<file path="config.mk">
export PLATFORM = sky130hd
export DESIGN_NAME = jump_resolve
export DESIGN_NICKNAME = d
export VERILOG_FILES = /design/src/rtl/jump_resolve.sv
export SDC_FILE = /design/constraint.sdc
export NUM_CORES = 1
export LEC_CHECK = 0
export BUFFER_PORTS_ARGS = -buffer_cell sky130_fd_sc_hd__buf_2
export CAP_MARGIN = 20
export CORE_AREA = 2 2 183 185
export DETAILED_ROUTE_END_ITERATION = 8
export DIE_AREA = 0 0 185 187
export PLACE_DENSITY = 0.8
export SYNTH_ARGS = -nofsm -noshare
export SYNTH_HDL_FRONTEND = slang
export SYNTH_SLANG_ARGS = --single-unit
export TNS_END_PERCENT = 20
</file>
<file path="constraint.sdc">
create_clock -name clk -period 12.3 [get_ports clk]
set_clock_uncertainty 0.2 [all_clocks]
set_input_delay 1.23 -clock clk [delete_from_list [all_inputs] [get_ports clk]]
set_output_delay 1.23 -clock clk [all_outputs]
set_load 0.01 [all_outputs]
</file>
<file path="src/rtl/jump_resolve.sv">
module jump_resolve #(
  parameter int PC_W = 32
) (
  input  logic            clk,
  input  logic            rst_n,
  input  logic            in_valid,
  input  logic [PC_W-1:0] pc,
  input  logic [7:0]      opcode,
  input  logic [3:0]      src_reg,
  input  logic [15:0]     offset,
  input  logic [31:0]     imm,
  input  logic [63:0]     dst_val,
  input  logic [63:0]     src_val,
  input  logic            wide,
  output logic            out_valid,
  output logic [PC_W-1:0] next_pc,
  output logic            taken,
  output logic            helper_call,
  output logic [31:0]     helper_id,
  output logic            local_call,
  output logic [PC_W-1:0] ret_pc,
  output logic            exit_req
);
  localparam logic [2:0] CLS_J64 = 3'd5;
  localparam logic [2:0] CLS_J32 = 3'd6;

  logic [2:0] cls;
  logic [3:0] op;
  logic       use_reg, is64, is32;
  assign cls     = opcode[2:0];
  assign use_reg = opcode[3];
  assign op      = opcode[7:4];
  assign is64    = (cls == CLS_J64);
  assign is32    = (cls == CLS_J32);

  logic [63:0] rhs64, ua, ub, sa, sb;
  assign rhs64 = use_reg ? src_val : {{32{imm[31]}}, imm};
  assign ua = is32 ? {32'd0, dst_val[31:0]} : dst_val;
  assign ub = is32 ? {32'd0, rhs64[31:0]}   : rhs64;
  assign sa = is32 ? {{32{dst_val[31]}}, dst_val[31:0]} : dst_val;
  assign sb = is32 ? {{32{rhs64[31]}}, rhs64[31:0]}     : rhs64;

  logic eq, ltu, lts, anyset;
  assign eq     = (ua == ub);
  assign ltu    = (ua < ub);
  assign lts    = ($signed(sa) < $signed(sb));
  assign anyset = |(ua & ub);

  logic cond;
  always_comb begin
    case (op)
      4'h1:    cond = eq;
      4'h2:    cond = !ltu && !eq;
      4'h3:    cond = !ltu;
      4'h4:    cond = anyset;
      4'h5:    cond = !eq;
      4'h6:    cond = !lts && !eq;
      4'h7:    cond = !lts;
      4'ha:    cond = ltu;
      4'hb:    cond = ltu || eq;
      4'hc:    cond = lts;
      4'hd:    cond = lts || eq;
      default: cond = 1'b0;
    endcase
  end

  logic [PC_W-1:0] seq, off_x, imm_x;
  assign seq   = pc + PC_W'(1);
  assign off_x = PC_W'($signed(offset));
  assign imm_x = PC_W'($signed(imm));

  logic [PC_W-1:0] nxt;
  logic tk, hc, lc, ex;
  always_comb begin
    nxt = seq;
    tk = 1'b0; hc = 1'b0; lc = 1'b0; ex = 1'b0;
    if (!is64 && !is32) begin
      if (wide) nxt = pc + PC_W'(2);
    end else begin
      case (op)
        4'h0: begin
          tk  = 1'b1;
          nxt = seq + (is64 ? off_x : imm_x);
        end
        4'h8: if (is64) begin
          if (src_reg == 4'd1) begin
            tk = 1'b1; lc = 1'b1; nxt = seq + imm_x;
          end else if (src_reg == 4'd0 || src_reg == 4'd2) begin
            hc = 1'b1; nxt = pc;
          end
        end
        4'h9: ex = is64;
        4'he, 4'hf: ;
        default: if (cond) begin
          tk = 1'b1; nxt = seq + off_x;
        end
      endcase
    end
  end

  always_ff @(posedge clk) begin
    if (!rst_n) begin
      out_valid   <= 1'b0;
      next_pc     <= '0;
      taken       <= 1'b0;
      helper_call <= 1'b0;
      helper_id   <= '0;
      local_call  <= 1'b0;
      ret_pc      <= '0;
      exit_req    <= 1'b0;
    end else begin
      out_valid   <= in_valid;
      taken       <= in_valid && tk;
      helper_call <= in_valid && hc;
      local_call  <= in_valid && lc;
      exit_req    <= in_valid && ex;
      if (in_valid) begin
        next_pc   <= nxt;
        helper_id <= imm;
        ret_pc    <= seq;
      end
    end
  end
endmodule


</file>
==> results.toml <==
[route]
drc = 0
wl_per_cell_um = 21.3
drtIter0Drc = 2129
drt_first_pass_iters = 6
antenna_left = 0
via_per_inst = 6.11
wirelength_mm = 62.6
vias = 18000

[critical_path]
r2r-start = "next_pc[24]$_SDFFE_PN0P_"
r2r_cells = 6
crit_fanout = 66
reg2reg_slack_ns = 10.66
critPathCaptureType = "flip-flop"
r2r_end = "next_pc[24]$_SDFFE_PN0P_"
slowest_delay_ns = 0.68
crit_required_ns = 12.37
cp_common_cell = "buf_4"
worstPathCellList = "buf_2 > buf_4 > mux2i_1 > nor2_2 > buf_4 > nor2_1 > ha_1 > nand4_1 > nor4_1 > o311ai_0 > and3_1 > o21ai_0 > a211oi_1 > nor3_2 > buf_4 > o21ai_1 > a221oi_1 > nor2_1"
critPathSlowestCell = "buf_4"
critPathLaunchType = "input port"
arrival_ns = 6.93
criticalPathCategory = "in -> reg"

[placed_design]
place_congestion = 0.989
io_buffers = 324
place_ws_ns = 5.31
dp_hpwl_mm = 49.8
dp.cells = 2925

[synthesis]
avgSynthCellArea_um2 = 7.19
ys_ff_latch = 101
netlist_instances = 2230
synth_mux_area_frac = 0.0496
synth_fa_ha_area_frac = 0.203
synth_compound_area_frac = 0.250
synthSimpleGateAreaFrac = 0.222
synth_top_family_by_area = "compound AO/OA/AOI/OAI gates"
yosysWarnings = 0
yosysUniqueCellTypes = 74
synth-seq-area-share = 0.126
ys.flop_type = "dfxtp_1"
synth-async-reset-ratio = 0
synthXorXnorAreaFrac = 0.0819
synth_edf_count = 0
syn_area_um2 = 16000
syn_nets = 2712

[clocking]
cts-root-buf = "clkbuf_16"
clkTransAtPathRegs_ns = 0.08
cts_resized = 0
cts_tree = "yes"
numCtsBuffers = 9
cts.sinks = 101
cts_setup_buffers = 0
clk_latency_ns = 0.39
htreeDepth = 3
ctsHoldBuffers = 0
clock_tree.buffer_depth = 2

[power_and_ir_drop]
power_uw = 1510
ir_worst_vdd_uv = 89.7
p_per_area_nw_per_um2 = 82.4
leakage_uw = 0.00946

[floorplanning]
core_region_area_um2 = 32900
io_pins = 325
dieArea_um2 = 34600
num_rows = 67
die_y_um = 187
start_util = 0.488
fp.dieW_um = 185

[min_path]
holdPathEnd = "next_pc[9]$_SDFFE_PN0P_"
hold_class = "reg -> reg"
min_from = "next_pc[9]$_SDFFE_PN0P_"
hold_path_depth = 2

[final_layout]
final_nets = 2970
final_cell_count_no_fill = 2941
num_antenna_cells = 0
final_cell_mix = "323 x buf_2, 300 x nand2_1, 255 x ha_1, 199 x a21oi_1, 181 x inv_1"
drive_gt1_frac = 0.155
final_util = 0.559
layout_commonest_cell = "buf_2"
area_growth_pct = 14.6

[global_route]
grt_max_degree = 83
grt_usage = 0.348
grt_pass1_vias = 16800
antenna_found_initial = 0
overflow = 0
grt_pass1_wl_mm = 93.6

[sta]
rsz0062_at_grt = "false"
setup_violations = 0
fmax_mhz = 146
min_period_ns = 6.85
fin_ws_ns = 5.45
final_hold_viol_count = 0
worstMarginPinSlew_ns = 1.05
report.final.slew_viol_count = 0
relSlewSlack = 0.292
finalCritPeriodShare = 0.557
setup_tns_ns = 0

[status]
status = "finished clean"

[run]
max_cap_viol_count = 0
-- metrics by stage --
stage,hold slack [ns],instance area (um2)
final,0.277,18400
after global routing,0.296,18400
after CTS,0.270,18400
after detailed placement,0.255,18000
after global placement,0.258,18000
after floorplan,0.271,16000
-- per-layer routing --
metal / share of wire / wire, um / global-route usage
met5: 0 / 0 / 0
met2: 0.43 / 27100 / 0.541
met1: 0.42 / 26300 / 0.482
met3: 0.11 / 7050 / 0.0576
met4: 0.035 / 2160 / 0.127
-- area by class of cell --
class | instances | area, um2
Timing Repair Buffer | 350 | 1820
Clock buffer | 10 | 229
Tap cell | 448 | 561
Multi-Input combinational cell | 1845 | 12900
Sequential cell | 101 | 2020
Inverter | 181 | 679
Fill cell | 3168 | 14500
Clock inverter | 6 | 118
-- Yosys cell counts (50+ instances only) --
cell type / n / share of area
ha_1: 255 / 0.20
o21ai_0: 99 / 0.031
a21oi_1: 199 / 0.062
mux2i_1: 75 / 0.047
dfxtp_1: 101 / 0.13
clkbuf_1: 85 / 0.020
nor2b_1: 53 / 0.021
inv_1: 181 / 0.042
nand2_1: 300 / 0.070
xor2_1: 57 / 0.031
xnor2_1: 93 / 0.051
nor3_1: 50 / 0.016
nor2_1: 150 / 0.035
-- cell families (layout without fill, tap and decap cells) --
logic type,count (synthesis),in the layout
muxes,79,79
xor gates and xnor gates,150,150
AOI/OAI and AO/OA,603,603
and+or+nand+nor,755,755
DFF,101,101
buffers and inverters,284,547
adders and majority gates,258,258
-- registers in the layout, summed over array words and instances (netlist names) --
signal,count
helper_id,32
next_pc,32
ret_pc,32
exit_req,1
helper_call,1
local_call,1
out_valid,1
taken,1
-- where the power goes --
group	leakage (uW)	switching, uW	total [uW]	internal (uW)
logic	0.00845	482	779	297
clock network	0.000165	168	370	202
registers	0.000836	15.7	366	350
-- worst max path at each step --
stage	start	to	slack [ns]	cells past startpoint
after floorplan	pc[3]	next_pc[31]$_SDFFE_PN0P_	6.74	19
after global placement	opcode[3]	next_pc[30]$_SDFFE_PN0P_	5.47	19
after detailed placement	opcode[3]	next_pc[28]$_SDFFE_PN0P_	5.31	18
after CTS	opcode[3]	next_pc[28]$_SDFFE_PN0P_	5.70	18
after global routing	opcode[3]	next_pc[4]$_SDFFE_PN0P_	5.21	18
final	opcode[3]	next_pc[4]$_SDFFE_PN0P_	5.45	18
-- critical path: cells and delay by family --
kind                     cells  cell delay [ns]
AO/OA/AOI/OAI                5             1.49
AND/OR/NAND/NOR              7             1.83
buffers and inverters        4             1.63
multiplexers                 1             0.30
adder cells (fa/ha/maj)      1             0.36
(Power assumes the default switching activity.)
